===== src/rtl/irqc_pkg.sv =====
package irqc_pkg;
    localparam int FIXED_CNT   = 5;
    localparam int VEC_RESET   = 0;
    localparam int VEC_EMU     = 1;
    localparam int VEC_PWDN    = 2;
    localparam int VEC_KERNEL  = 3;
    localparam int VEC_STACK   = 4;
    localparam int UNGATED_CNT = 2;
endpackage


===== src/rtl/irqc_level_map.sv =====
module irqc_level_map #(
    parameter int NP    = 16,
    parameter int NL    = 12,
    parameter int LVL_W = 4,
    parameter int PER_W = 4
) (
    input  logic             clk,
    input  logic             rst_n,
    input  logic             wr_en,
    input  logic [PER_W-1:0] wr_sel,
    input  logic [LVL_W-1:0] wr_lvl,
    input  logic [NP-1:0]    periph_req,
    output logic [NL-1:0]    lvl_line
);
    logic [LVL_W-1:0] asg_q [NP];

    always_ff @(posedge clk) begin
        if (!rst_n) begin
            for (int p = 0; p < NP; p++) asg_q[p] <= '1;
        end else if (wr_en && (int'(wr_sel) < NP)) begin
            asg_q[wr_sel] <= wr_lvl;
        end
    end

    for (genvar k = 0; k < NL; k++) begin : g_lvl
        logic hit;
        always_comb begin
            hit = 1'b0;
            for (int p = 0; p < NP; p++)
                if (asg_q[p] == LVL_W'(k)) hit = hit | periph_req[p];
        end
        assign lvl_line[k] = hit;
    end

    // a write lands in the table on the next cycle
    p_map_update_r3: assert property (@(posedge clk) disable iff (!rst_n)
        (wr_en && int'(wr_sel) < NP) |=> asg_q[$past(wr_sel)] == $past(wr_lvl));
endmodule


===== src/rtl/irqc_level_latch.sv =====
module irqc_level_latch #(
    parameter int NL = 12
) (
    input  logic          clk,
    input  logic          rst_n,
    input  logic [NL-1:0] line,
    input  logic [NL-1:0] clr,
    output logic [NL-1:0] lat
);
    logic [NL-1:0] line_q;
    logic [NL-1:0] rise;

    assign rise = line & ~line_q;

    always_ff @(posedge clk) begin
        if (!rst_n) begin
            line_q <= '0;
            lat    <= '0;
        end else begin
            line_q <= line;
            lat    <= (lat & ~clr) | rise;
        end
    end

    // a rising edge always leaves its latch set
    p_edge_sets_r4: assert property (@(posedge clk) disable iff (!rst_n)
        (rise != '0) |=> (lat & $past(rise)) == $past(rise));
    // without a clear, pending bits are held
    p_latch_hold_r4: assert property (@(posedge clk) disable iff (!rst_n)
        (clr == '0) |=> (lat & $past(lat)) == $past(lat));
    // a clear without a competing edge empties the latch
    p_ack_clears_r5: assert property (@(posedge clk) disable iff (!rst_n)
        ((clr & ~rise) != '0) |=> (lat & $past(clr & ~rise)) == '0);
endmodule


===== src/rtl/irqc_prio_sel.sv =====
module irqc_prio_sel
    import irqc_pkg::*;
#(
    parameter int NV = 17,
    parameter int VW = 5
) (
    input  logic [NV-1:0] req,
    input  logic [NV-1:0] mask,
    input  logic          gie,
    output logic          found,
    output logic [VW-1:0] win
);
    always_comb begin
        found = 1'b0;
        win   = '0;
        for (int v = NV - 1; v >= 0; v--) begin
            if (req[v] && (v < UNGATED_CNT || (mask[v] && gie))) begin
                found = 1'b1;
                win   = VW'(v);
            end
        end
    end

    always_comb begin
        // the winner is a pending source
        p_win_pending_r2: assert (!found || req[win]);
        // global disable leaves only reset and emulator eligible
        p_gie_block_r7: assert (gie || !found || int'(win) < UNGATED_CNT);
    end
endmodule


===== src/rtl/irqc_top.sv =====
module irqc_top
    import irqc_pkg::*;
#(
    parameter int NUM_PERIPH = 16,
    parameter int NUM_LEVELS = 12,
    localparam int NUM_VEC   = FIXED_CNT + NUM_LEVELS,
    localparam int VEC_W     = $clog2(NUM_VEC),
    localparam int LVL_W     = $clog2(NUM_LEVELS + 1),
    localparam int PER_W     = $clog2(NUM_PERIPH)
) (
    input  logic                  clk,
    input  logic                  rst_n,
    input  logic [NUM_PERIPH-1:0] periph_req,
    input  logic [FIXED_CNT-1:0]  fixed_req,
    input  logic                  asg_we,
    input  logic [PER_W-1:0]      asg_sel,
    input  logic [LVL_W-1:0]      asg_lvl,
    input  logic [NUM_VEC-1:0]    mask,
    input  logic                  gie,
    input  logic                  ack,
    input  logic [VEC_W-1:0]      ack_vec,
    output logic                  irq,
    output logic [VEC_W-1:0]      irq_vec
);
    logic [NUM_LEVELS-1:0] lvl_line;
    logic [NUM_LEVELS-1:0] lvl_clr;
    logic [NUM_LEVELS-1:0] lvl_pend;
    logic [NUM_VEC-1:0]    all_req;
    logic                  sel_found;
    logic [VEC_W-1:0]      sel_win;

    irqc_level_map #(.NP(NUM_PERIPH), .NL(NUM_LEVELS), .LVL_W(LVL_W), .PER_W(PER_W)) i_map (
        .clk(clk), .rst_n(rst_n), .wr_en(asg_we), .wr_sel(asg_sel), .wr_lvl(asg_lvl),
        .periph_req(periph_req), .lvl_line(lvl_line)
    );

    for (genvar k = 0; k < NUM_LEVELS; k++) begin : g_clr
        assign lvl_clr[k] = ack && (ack_vec == VEC_W'(FIXED_CNT + k));
    end

    irqc_level_latch #(.NL(NUM_LEVELS)) i_latch (
        .clk(clk), .rst_n(rst_n), .line(lvl_line), .clr(lvl_clr), .lat(lvl_pend)
    );

    assign all_req = {lvl_pend, fixed_req};

    irqc_prio_sel #(.NV(NUM_VEC), .VW(VEC_W)) i_sel (
        .req(all_req), .mask(mask), .gie(gie), .found(sel_found), .win(sel_win)
    );

    always_ff @(posedge clk) begin
        if (!rst_n) begin
            irq     <= 1'b0;
            irq_vec <= '0;
        end else begin
            irq     <= sel_found;
            irq_vec <= sel_win;
        end
    end

    // idle vector reads zero
    p_idle_vec_r8: assert property (@(posedge clk) disable iff (!rst_n)
        !irq |-> irq_vec == '0);
    // reset source always wins on the following cycle
    p_reset_wins_r2: assert property (@(posedge clk) disable iff (!rst_n)
        fixed_req[VEC_RESET] |=> (irq && irq_vec == VEC_W'(VEC_RESET)));
    // emulator ignores mask and global enable
    p_emu_ungated_r7: assert property (@(posedge clk) disable iff (!rst_n)
        (fixed_req[VEC_EMU] && !fixed_req[VEC_RESET]) |=> (irq && irq_vec == VEC_W'(VEC_EMU)));
endmodule


===== config.mk =====
export PLATFORM = sky130hd
export DESIGN_NAME = irqc_top
export DESIGN_NICKNAME = d
export VERILOG_FILES = /design/src/rtl/irqc_pkg.sv /design/src/rtl/irqc_level_map.sv /design/src/rtl/irqc_level_latch.sv /design/src/rtl/irqc_prio_sel.sv /design/src/rtl/irqc_top.sv
export SDC_FILE = /design/constraint.sdc
export NUM_CORES = 1
export LEC_CHECK = 0
export ABC_AREA = 0
export BUFFER_PORTS_ARGS = -buffer_cell sky130_fd_sc_hd__buf_2
export CORE_AREA = 2 2 115 117
export DETAILED_ROUTE_END_ITERATION = 10
export DIE_AREA = 0 0 117 119
export PLACE_DENSITY = 0.75
export SYNTH_ARGS = -nofsm -noshare
export SYNTH_HDL_FRONTEND = slang
export SYNTH_SLANG_ARGS = --single-unit

===== constraint.sdc =====
create_clock -name clk -period 1.9 [get_ports clk]
set_clock_uncertainty 0.15 [all_clocks]
set_input_delay 0.19 -clock clk [delete_from_list [all_inputs] [get_ports clk]]
set_output_delay 0.19 -clock clk [all_outputs]
set_load 0.01 [all_outputs]

==> results.txt, run 1 <==
The flow ran to the end, but the final reports show violations. The checks that failed: setup timing. The detail route stage leaves a number of antenna-violating nets equal to 0. STA puts the critical path data arrival time at 2.24 ns.

Adding up every negative setup slack in the final design gives -1.035 ns. The worst hold path belongs to the class in -> reg. The top cell type by area accounts for 34.45% of the synthesized area. The total setup violations reported at the end of the flow was 9; the count of distinct cell types in the synthesized netlist was 51. Sum of routed wire length over all layers: 24150 um.

The core region is 12870 um^2. After layout, the minimum clock period comes to 2.154 ns. Static timing analysis puts the maximum clock frequency at 464.2 MHz. The H-tree was split into 3 levels. The most used flip-flop cell after synthesis is sky130_fd_sc_hd__edfxtp_1. After synthesis, the mean cell area works out to 9.328 um^2. The logs give 34.83% for the total routing resource utilization after global routing and -0.2542 ns for the final setup slack of the worst path. The first global-routing pass estimated 34700 um of wire.

Once placement completed, the tool counted placed cells totaling 951. Cell type with the largest total area after synthesis: sky130_fd_sc_hd__edfxtp_1. STA classifies the critical path endpoint as a register.

Once detailed placement completed, the half-perimeter wirelength came to 19100 um. Counting the fill cells in the layout gives 1049. The repair_antennas step left the layout with diodes totalling 0. The first routing iteration left 488 violations. The vias after detailed routing is 6044.

The cell count of the worst reg-to-reg path works out to 5. The share of the Yosys chip area taken by registers is 45.22%. The worst register-to-register path begins at i_map.asg_q[15][3]. The final instance count without filler cells was 999; the layout overhead on the synthesized area was 54.35%. The transition at the pin with the smallest max-transition slack is 0.7434 ns.

The setup slack after placement came out at -0.2778 ns. For the top-level I/O count, the log shows 62. Across the run, the number of max-cap violations was 0. The first detailed-routing pass took 5 iterations. In the layout the commonest cells are sky130_fd_sc_hd__buf_4 (140), sky130_fd_sc_hd__edfxtp_1 (64), sky130_fd_sc_hd__buf_2 (59). TritonCTS built the clock tree. The Yosys step of the flow raised 0 warnings.

Clock tree synthesis selected as its root buffer the cell sky130_fd_sc_hd__clkbuf_16. The y dimension of the die is 119 um, and the largest vdd supply drop is 0.0005106 V. After synthesis, the share of flip-flops with an asynchronous set or reset is 0%. Counting every sink on the clock net gives 94.

The post-route clock period utilization is 113.4%, and the clock latency reported for the late side of the worst-skew pair is 0.35 ns. In the routed layout, each cell is associated on average with a via count of 6.050. The critical path startpoint category was a register. In this run the tool buffered the top-level ports with 59 buffer cells.

The most common cell after layout, fill and taps aside is sky130_fd_sc_hd__buf_4. Path type of the worst setup path: reg -> reg. After detailed routing, the average wire length per cell comes to 24.17 um. The max-slew violation count came out at 0. In this run, synthesis produced a sequential element count of 94. Setup repair after global routing could not meet its margin everywhere.

In this run the static leakage power is 3.121 nW. The net count of the finished layout was 874; the final count of hold timing violations was 0. The tools report the capture endpoint of the worst hold path as irq_vec[4]. The post-synthesis net count came out at 654. Clock tree synthesis inserted a total of 9 buffers.

For the worst-case clock buffer depth, the log shows 2. After technology mapping, the gate count stands at 598. In this run the power density over the cells is 663.5 nW/um^2.

The die covers 13920 um^2. The horizontal extent of the die came out at 117 um. In this run the critical register-to-register path is captured at i_latch.lat[10].

Clock-pin slew was measured on the worst setup and hold paths at 0.07 ns. For the worst-case register-to-register setup slack, the log shows -0.25 ns. The logs give 5857 for the number of global-route vias before repair and 5578 um^2 for the synthesized area. The worst hold path begins at gie. Routability-driven placement finished with a final weighted congestion of 0.9790. Of the cells placed in the final design, the portion with a size suffix greater than 1 is 45.93%.

The number of synthesized flops with an enable pin is 64, and the smallest hold slack is 0.01518 ns. In the post-synthesis netlist, the biggest area contributors are sky130_fd_sc_hd__edfxtp_1 (34%), sky130_fd_sc_hd__dfxtp_1 (11%), sky130_fd_sc_hd__o22ai_1 (6.1%). For the initial antenna violation count, the log shows 0. For the number of remaining DRC errors, the log shows 0. Power comes to 5.712 mW. The pin count of the biggest net entering global routing is 23. In this run the tightest slew margin relative to its limit is 50.33%. In this run the core area contains 42 standard-cell rows. After global routing the overflow that remains totals 0.

The biggest fanout along the worst timing path is 2, and the number of cells traversed by the worst hold path is 3. The initial utilization of the core area, before any placement, comes to 43.32%. For the worst setup path, the data required time is 1.99 ns.
how the worst max path moves through the flow:
stage | end | start | slack [ns] | depth (start not counted)
after floorplan | i_latch.lat[10] | i_map.asg_q[1][3] | -0.17 | 5
after global placement | i_latch.lat[10] | i_map.asg_q[15][3] | -0.21 | 5
after detailed placement | i_latch.lat[10] | i_map.asg_q[1][3] | -0.28 | 5
after CTS | i_latch.lat[10] | i_map.asg_q[15][3] | -0.24 | 5
after global routing | i_latch.lat[10] | i_map.asg_q[15][3] | -0.32 | 5
final | i_latch.lat[10] | i_map.asg_q[15][3] | -0.25 | 5
Yosys cell counts (2+ instances only):
library cell and number:
sky130_fd_sc_hd__or4_1 3, sky130_fd_sc_hd__o32ai_1 9, sky130_fd_sc_hd__nand3_1 23, sky130_fd_sc_hd__clkbuf_1 16
sky130_fd_sc_hd__o21ai_0 11, sky130_fd_sc_hd__nand4b_1 5, sky130_fd_sc_hd__o31ai_1 2, sky130_fd_sc_hd__or3b_1 15
sky130_fd_sc_hd__a21oi_1 7, sky130_fd_sc_hd__nor4_1 23, sky130_fd_sc_hd__or3_1 39, sky130_fd_sc_hd__and3b_1 3
sky130_fd_sc_hd__a32o_1 9, sky130_fd_sc_hd__nand4_1 6, sky130_fd_sc_hd__a2111oi_0 6, sky130_fd_sc_hd__nor2_1 35
sky130_fd_sc_hd__a22oi_1 3, sky130_fd_sc_hd__o22ai_1 54, sky130_fd_sc_hd__edfxtp_1 64, sky130_fd_sc_hd__nand2b_1 44
sky130_fd_sc_hd__nand2_1 39, sky130_fd_sc_hd__and2_1 5, sky130_fd_sc_hd__o311ai_0 4, sky130_fd_sc_hd__dfxtp_1 30
sky130_fd_sc_hd__or2_2 23, sky130_fd_sc_hd__nor2b_1 4, sky130_fd_sc_hd__nand3b_1 31, sky130_fd_sc_hd__and4_1 2
sky130_fd_sc_hd__a31oi_1 7, sky130_fd_sc_hd__or2_1 4, sky130_fd_sc_hd__nor4bb_1 3, sky130_fd_sc_hd__nor3b_1 6
sky130_fd_sc_hd__nor3_1 30, sky130_fd_sc_hd__inv_1 16
kinds of logic after synthesis:
group,Yosys count,synth area share (%)
buffers and inverters,32,2.154
AND/OR/NAND/NOR,349,37.19
AO/OA/AOI/OAI,123,15.43
flip-flops,94,45.22
flip-flops by register name, summed over array words and instances (netlist names):
name,cells
irq,1
irq_vec,5
i_map.asg_q,64
i_latch.line_q,12
i_latch.lat,12
per-stage QoR:
stage	instance area, um^2	util, %
global placement	7052	54.77
floorplan	5578	-
finish	8610	66.87
CTS	7983	62.00
global route	8610	66.87
detailed placement	7052	54.77
cell type report:
cell class	count	area (um^2)	share of cell area (%)
inverters	16	60.06	0.6976
well taps	176	220.2	2.558
clock buffers	11	252.7	2.936
flip-flops and latches	94	2522	29.30
multi-input cells	472	3852	44.75
repair buffers	225	1644	19.10
clock inverters	5	57.56	0.6685
repair_timing:
action                                 CTS  global route
hold buffers                             3             0
setup endpoints to repair               15            19
buffers inserted                        20            21
pin swaps                               30            55
resized for setup                       89           100
endpoints found under the hold margin    3             0
power by group:
part | internal, mW | leakage [nW] | switching [mW] | total [mW]
clock network | 1.09 | 0.155 | 0.776 | 1.87
logic | 0.645 | 2.07 | 0.724 | 1.37
registers | 2.35 | 0.892 | 0.127 | 2.48
total | 4.08 | 3.12 | 1.63 | 5.71
critical path, stage by stage, from the launching register on:
cell	delay, ns
sky130_fd_sc_hd__edfxtp_1	0.38
sky130_fd_sc_hd__or3b_4	0.27
sky130_fd_sc_hd__o22ai_4	0.07
sky130_fd_sc_hd__or4_1	0.51
sky130_fd_sc_hd__or4_4	0.43
sky130_fd_sc_hd__a32o_1	0.22
per-layer routing:
| metal | GRT usage, % | part of all wire [%] | up-vias |
|---|---|---|---|
| met1 | 42.48 | 40 | 2916 |
| met5 | 0 | 0 | - |
| met4 | 15.00 | 4.5 | 0 |
| met2 | 59.97 | 50 | 269 |
| li1 | - | - | 2796 |
| met3 | 5.751 | 5.6 | 63 |
Note: power is estimated with default switching activity, not from simulation.
==> inputs of run 2 (changes only) <==
--- a/config.mk
+++ b/config.mk
@@ -6,7 +6,7 @@
 export NUM_CORES = 1
 export LEC_CHECK = 0
 export ABC_AREA = 0
-export BUFFER_PORTS_ARGS = -buffer_cell sky130_fd_sc_hd__buf_2
+export BUFFER_PORTS_ARGS = -buffer_cell sky130_fd_sc_hd__buf_4
 export CORE_AREA = 2 2 115 117
 export DETAILED_ROUTE_END_ITERATION = 10
 export DIE_AREA = 0 0 117 119
==> run 2 against run 1 <==
The run still ends with setup timing left; clock-buffer cell count is 1 higher; first-iteration DRC count is 17% higher; worst setup slack worse by 0.012 ns; combinational power is 4% lower; final cell count is 1.3% lower; clock power hardly changed; maximum frequency is 0.57% lower; critical path depth stayed put; via count is 0.73% lower.
==> results.txt, run 2 (synthesis gave the netlist of run 1 again) <==
The final setup slack of the worst path is -0.2665 ns (-0.01227 ns). The endpoint of the worst register-to-register path is i_latch.lat[10]. The tools report the setup slack after placement as -0.2695 ns (+0.008286 ns).

For the number of buffers created by CTS, the log shows 9 (unchanged). The final count of hold timing violations was 0 (unchanged). The min-delay analysis places its worst path in the category in -> reg. For the number of placed cells counting well taps, the log shows 956 (+0.53%). The peak clock frequency supported by timing was 461.6 MHz (-0.57%); the leakage power was 3.018 nW (-3.3%). The tools report the smallest hold slack as 0.02965 ns (+0.01446 ns). The flip-flop count of the largest register after layout is 64 (unchanged). The pin count of the biggest net entering global routing came out at 31 (+35%).

The number of nets with antenna violations after routing came out at 0 (unchanged). The biggest fanout along the worst timing path came out at 2 (unchanged). The logs give 5 (unchanged) for the number of detailed-routing iterations run before antenna repair and 43.32% (unchanged) for the effective utilization at floorplan.

The logs give 7224 um^2 (+2.4%) for the post-placement cell area and 0 (unchanged) for the antenna cell count. The max capacitance violation total came out at 0 (unchanged). The top register by number of flip-flops was i_map.asg_q. TritonCTS built the clock tree. The worst-case register-to-register setup slack was -0.27 ns (about the same); the signal arrival time at the worst endpoint was 2.26 ns (+0.02 ns). The run finished, with violations left. The power share of the clock group came out at 33.2% (+0.5 points).

For the clock latency reported for the late side of the worst-skew pair, the log shows 0.35 ns (about the same). The run gives 94 (unchanged) as the count of clock tree sinks. The startpoint of the lowest-slack hold path is mask[6].

The per-cell routed wire length is 23.76 um (-1.7%). The worst hold path terminates at irq_vec[0]. Most common cell after layout, fill and taps aside: sky130_fd_sc_hd__buf_4. The logs give 570 (+17%) for the count of routing violations after the opening detailed-route iteration and -0.7638 ns (+0.2713 ns) for the setup TNS.

The proportion of power drawn by combinational gates was 23.2% (-0.8 points). The logs give 50.57% (+0.24 points) for the relative max-transition margin and 13920 um^2 (unchanged) for the area of the die. The logs give 1.99 ns (about the same) for the required time of the critical path and 42 (unchanged) for the standard-cell row count. The tree is rooted in a sky130_fd_sc_hd__clkbuf_16.

Leaving out fill and tap cells, the most frequent cells in the layout are sky130_fd_sc_hd__buf_4 (190), sky130_fd_sc_hd__edfxtp_1 (64), sky130_fd_sc_hd__nand2b_1 (41). Transition at the pin with the smallest max-transition slack: 0.7406 ns (-0.002738 ns). STA classifies the critical path startpoint as a register.

The HPWL reported at the end of detailed placement is 18390 um (-3.7%). The number of inserted filler cells in the final layout is 1062 (+1.2%), and the minimum clock period after layout is 2.166 ns (+0.01227 ns). The y dimension of the die is 119 um (unchanged). The total setup violations reported at the end of the flow came out at 8 (-1). The horizontal extent of the die works out to 117 um (unchanged). The cell count of the worst reg-to-reg path was 5 (unchanged). The top-level I/O count came out at 62 (unchanged).

For the net switching power of the design, the log shows 1.591 mW (-2.2%). The tools report the start of the worst register-to-register path as i_map.asg_q[7][3]. The path type of the worst setup path is reg -> reg. The portion of total power attributed to sequential cells is 43.6% (+0.3 points), and the internal power is 4.065 mW (-0.49%).

The total power is 5.656 mW (-0.98%). The logs give 33460 um (-3.6%) for the global-route wire length before repair and 0 (unchanged) for the initial antenna violation count. The share of post-route cells with drive strength above 1 came out at 42.22% (-3.7 points).

Share of the core filled with cells: 65.55% (-1.3 points). Setup repair after global routing could not meet its margin everywhere. The largest vdd supply drop came out at 0.0005344 V (+4.7%). The final instance count without filler cells was 986 (-1.3%); the area of the core was 12870 um^2 (unchanged). For the final estimated routing congestion in global placement, the log shows 1.053 (+7.6%). The final design area excluding fillers was 8439 um^2 (-2.0%). Number of global-route vias before repair: 5841 (-0.27%). The clock-pin slew on the worst setup and hold paths was 0.07 ns (about the same). The power density relative to cell area was 670.2 nW/um^2 (+1.0%). Compared with the post-synthesis result, the final layout area differs by 51.30%. The number of remaining DRC errors is 0 (unchanged), and the total routing resource utilization after global routing is 33.54% (-1.3 points).

The max-slew violation count was 0 (unchanged); the sum of routed wire length over all layers was 23430 um (-3.0%). The largest registers in the layout are i_map.asg_q x64, i_latch.lat x12, i_latch.line_q x12. The vias after detailed routing was 6000 (-0.73%); the number of cells traversed by the worst hold path was 4 (+1).

The detail-routed via count per cell works out to 6.085 (+0.58%). The count of input and output buffers is 59 (unchanged). The kind of end point of the critical path is a register.

The checks that failed: setup timing. The post-route clock period utilization is 114.0% (+0.65 points). For the global route total overflow, the log shows 0 (unchanged).

The logs give 2 (unchanged) for the worst-case clock buffer depth and 3 (unchanged) for the number of levels in the clock H-tree. Fraction of power spent switching nets: 28.13% (-0.36 points). The tools report the net count of the finished layout as 861 (-1.5%).
-- run 2: cell count changes in the layout (fill, tap and decap cells not counted), moves of 3 or more --
cell,previous run,this run
sky130_fd_sc_hd__buf_4,140,190
sky130_fd_sc_hd__nand2b_2,4,1
sky130_fd_sc_hd__dlygate4sd3_1,3,6
sky130_fd_sc_hd__nand2b_4,6,2
sky130_fd_sc_hd__buf_6,22,16
sky130_fd_sc_hd__nand2b_1,34,41
sky130_fd_sc_hd__buf_2,59,0
sky130_fd_sc_hd__o22ai_1,27,33
sky130_fd_sc_hd__o32ai_2,0,3
sky130_fd_sc_hd__o22ai_4,11,7
-- run 2: worst max-delay path: stages (launching register included) --
cell,delay [ns]
sky130_fd_sc_hd__edfxtp_1,0.39
sky130_fd_sc_hd__nand3b_1,0.22
sky130_fd_sc_hd__o22ai_1,0.11
sky130_fd_sc_hd__or4_1,0.53
sky130_fd_sc_hd__or4_4,0.43
sky130_fd_sc_hd__a32o_1,0.22
-- run 2: how the worst max path moves through the flow --
stage | startpoint | to | slack [ns] | depth (start not counted)
after floorplan | i_map.asg_q[1][3] | i_latch.lat[10] | -0.17 | 5
after global placement | i_map.asg_q[12][1] | i_latch.lat[2] | -0.28 | 6
after detailed placement | i_map.asg_q[1][1] | i_latch.lat[10] | -0.27 | 5
after CTS | i_map.asg_q[15][3] | i_latch.lat[10] | -0.23 | 5
after global routing | i_map.asg_q[7][3] | i_latch.lat[10] | -0.29 | 5
final | i_map.asg_q[7][3] | i_latch.lat[10] | -0.27 | 5
-- run 2: timing repair --
action / in CTS / in global routing
pin swaps: 16 / 45
setup endpoints to repair: 15 / 18
resized for setup: 57 / 87
buffers inserted: 6 / 6
hold endpoints to repair: 5 / 0
hold buffers: 6 / 0
-- run 2: layer usage --
metal	share of wire (%)	global-route usage, %
met1	40	41.49
met2	49	57.01
met3	6.1	5.700
met5	0	0
met4	4.1	14.41
-- run 2: power by group through the flow --
stage / registers [mW] / logic, mW / clock network (mW)
detailed placement: 2.51 / 1.06 / 0
CTS: 2.46 / 1.15 / 1.90
floorplan: 2.50 / 0.460 / 0
global placement: 2.49 / 1.04 / 0
finish: 2.47 / 1.31 / 1.88
global route: 2.48 / 1.38 / 1.98
-- run 2: layout make-up --
class	instances	area, um^2	area share, %
inverter	16	60.06	0.7116
tap	176	220.2	2.609
timing repair buffer	212	1667	19.75
sequential	94	2522	29.89
multi-input combinational	472	3649	43.23
clock inverter	4	32.53	0.3855
clock buffer	12	289.0	3.425
==> inputs of run 3 (changes only) <==
--- a/config.mk
+++ b/config.mk
@@ -10,7 +10,8 @@
 export CORE_AREA = 2 2 115 117
 export DETAILED_ROUTE_END_ITERATION = 10
 export DIE_AREA = 0 0 117 119
-export PLACE_DENSITY = 0.75
+export PLACE_DENSITY = 0.73
+export SETUP_SLACK_MARGIN = 0.3
 export SYNTH_ARGS = -nofsm -noshare
 export SYNTH_HDL_FRONTEND = slang
 export SYNTH_SLANG_ARGS = --single-unit
==> constraint.sdc (replaced) <==
create_clock -name clk -period 2.5 [get_ports clk]
set_clock_uncertainty 0.15 [all_clocks]
set_input_delay 0.25 -clock clk [delete_from_list [all_inputs] [get_ports clk]]
set_output_delay 0.25 -clock clk [all_outputs]
set_load 0.01 [all_outputs]
==> run 3 against run 2 <==
Flip-flop and latch count did not move; highest routed layer unchanged; largest cell class unchanged; critical path type unchanged; worst setup slack gained 0.58 ns; combinational power decreased by 47%; the run now ends clean; largest power group unchanged; clock power shrank 28%.
==> results.txt, run 3 (synthesis gave the netlist of run 1 again) <==
The post-route clock period utilization came out at 87.59% (-26 points). For the global route total overflow, the log shows 0 (unchanged). The logs give 43.32% (unchanged) for the effective utilization at floorplan and 0 (unchanged) for the antenna cell count. The tools report the start of the worst register-to-register path as i_map.asg_q[15][3]. In this run the top signal layer used is met4.

The peak clock frequency supported by timing is 456.7 MHz (-1.1%). The number of nets with antenna violations after routing is 0 (unchanged), and the area of the core is 12870 um^2 (unchanged). The y dimension of the die works out to 119 um (unchanged). Counting flops per register, the top entry is i_map.asg_q. The clock-pin slew on the worst setup and hold paths was 0.07 ns (about the same); the top-level I/O count was 62 (unchanged). The final count of hold timing violations came out at 0 (unchanged). For the signal arrival time at the worst endpoint, the log shows 2.34 ns (+0.08 ns). TritonCTS built the clock tree. The share of post-route cells with drive strength above 1 was 19.91% (-22 points); the number of remaining DRC errors was 0 (unchanged). STA classifies the critical path startpoint as a register. The largest vdd supply drop is 0.0004223 V (-21%). Setup repair after global routing could not meet its margin everywhere. The total routing resource utilization after global routing was 32.68% (-0.85 points); the detail-routed via count per cell was 6.450 (+6.0%). The run gives 568 (-0.35%) as the count of routing violations after the opening detailed-route iteration. The logs give 0 (-8) for the total setup violations reported at the end of the flow and 739 (-14%) for the net count of the finished layout. The cell count of the worst reg-to-reg path is 6 (+1). For this design, the slowest cell found on the critical path is sky130_fd_sc_hd__o32ai_1. Leaving out fill and tap cells, the most frequent cell in the layout is sky130_fd_sc_hd__buf_4.

The tools report the number of detailed-routing iterations run before antenna repair as 6 (+1). Setup TNS: 0 ns (+0.7638 ns). The kind of end point of the critical path was a register. For the standard-cell row count, the log shows 42 (unchanged). Among the stages of the critical path, the cell type that occurs most often is sky130_fd_sc_hd__buf_4. The final estimated routing congestion in global placement was 0.9897 (-6.0%); the number of levels in the clock H-tree was 3 (unchanged). The length of routed met3 wiring is 1726 um (+20%), and the transition at the pin with the smallest max-transition slack is 0.6481 ns (-0.09252 ns). The tools report the startpoint of the most critical setup path as i_map.asg_q[15][3].

The tools report the max-slew violation count as 0 (unchanged). The tools report the HPWL reported at the end of detailed placement as 18210 um (-0.98%). The signal on the critical path passes through buf_4 > buf_4 > o32ai_1 > nor3_1 > a31oi_1 > a32o_1. The total power came out at 3.929 mW (-31%).

For the leakage power, the log shows 2.283 nW (-24%). In this run the clock root is driven by a sky130_fd_sc_hd__clkbuf_16. The logs give 9 (unchanged) for the number of buffers created by CTS and 5244 (-10%) for the number of global-route vias before repair. The met1 layer wirelength in the final routing is 9008 um (-4.9%), and the largest stage delay on the critical path is 0.54 ns (about the same). The hold buffer count at cts was 0 (-6); the horizontal extent of the die was 117 um (unchanged). The layout overhead on the synthesized area was 20.64%; the max capacitance violation total was 0 (unchanged).

The kind of path behind the tightest hold check was in -> reg. In the layout the commonest cells are sky130_fd_sc_hd__buf_4 (90), sky130_fd_sc_hd__edfxtp_1 (64), sky130_fd_sc_hd__o22ai_1 (54). The biggest fanout along the worst timing path was 3 (+1); the worst-case clock buffer depth was 2 (unchanged). Required time of the critical path: 2.65 ns (+0.66 ns). The largest registers in the layout are i_map.asg_q x64, i_latch.lat x12, i_latch.line_q x12.

The sum of routed wire length over all layers was 22610 um (-3.5%); the global-route wire length before repair was 32150 um (-3.9%). The tools report the worst-case register-to-register setup slack as 0.31 ns (+0.58 ns). The logs give 94 (unchanged) for the count of clock tree sinks and 56.74% (+6.2 points) for the relative max-transition margin.

The critical path ends at i_latch.lat[3]. The pin count of the biggest net entering global routing is 18 (-42%). The area of the die was 13920 um^2 (unchanged).

The vias after detailed routing was 5573 (-7.1%). Endpoint of the worst register-to-register path: i_latch.lat[3]. Wire length on met2: 11200 um (-3.1%).

The flip-flop count of the largest register after layout works out to 64 (unchanged). The initial antenna violation count is 0 (unchanged). Power density relative to cell area: 583.9 nW/um^2 (-13%). The flow ran to the end, and the final reports show no timing, DRC or antenna violations. Count of input and output buffers: 59 (unchanged). The minimum clock period after layout came out at 2.190 ns (+0.02321 ns).

Path type of the worst setup path: reg -> reg. Per-cell routed wire length: 26.17 um (+10%). The clock latency reported for the late side of the worst-skew pair was 0.36 ns (about the same).
run 3: layout make-up:
class | count | area, um^2
fillers | 1200 | 6146
multi-input cells | 472 | 2972
flip-flops and latches | 94 | 2522
repair buffers | 90 | 675.6
clock buffers | 10 | 229.0
well taps | 176 | 220.2
inverters | 16 | 60.06
clock inverters | 6 | 50.05
run 3: worst max-delay path, delay by kind of cell, from the launching register on:
kind            cells  cell delay, ns
simple gates        1            0.13
flops               1            0.42
buf+inv             2            0.28
compound gates      3            1.16
run 3: per-stage QoR:
step / instance area, um^2 / hold slack [ns] / setup slack (ns) / utilization [%] / cells
2_1_floorplan: 5578 / 0.2476 / 0.4200 / - / 598
3_3_place_gp: 6339 / 0.2549 / 0.2861 / 49.23 / 838
3_5_place_dp: 6339 / 0.2617 / 0.2660 / 49.23 / 838
4_1_cts: 6638 / 0.02089 / 0.2759 / 51.55 / 855
5_1_grt: 6729 / 0.03809 / 0.2576 / 52.26 / 864
6_report: 6729 / 0.02419 / 0.3103 / 52.26 / 864
run 3: timing repair:
item                                    CTS  global route
endpoints found under the setup margin    3             4
resized for setup                         2             5
setup buffers                             1             9
pin swaps                                 0             1
run 3: where the power goes:
part,total [mW],leakage (nW),internal (mW),switching [mW]
combinational,0.688,1.25,0.284,0.404
sequential,1.89,0.892,1.78,0.110
clock,1.35,0.140,0.693,0.654
total,3.93,2.28,2.76,1.17
run 3: how the worst min path moves through the flow:
| stage | cells after the start | from | end | slack, ns |
|---|---|---|---|---|
| after detailed placement | 1 | i_latch.line_q[8] | i_latch.lat[8] | 0.26 |
| after CTS | 3 | fixed_req[0] | irq | 0.02 |
| after global routing | 3 | mask[16] | irq_vec[4] | 0.04 |
| after global placement | 1 | i_latch.line_q[8] | i_latch.lat[8] | 0.25 |
| final | 3 | fixed_req[0] | irq | 0.02 |
| after floorplan | 1 | i_latch.line_q[0] | i_latch.lat[0] | 0.25 |
run 3: metal layers:
layer | GRT usage (%) | vias up
met4 | 10.74 | 0
met1 | 41.08 | 2688
li1 | - | 2513
met5 | 0 | -
met3 | 5.242 | 57
met2 | 56.68 | 315
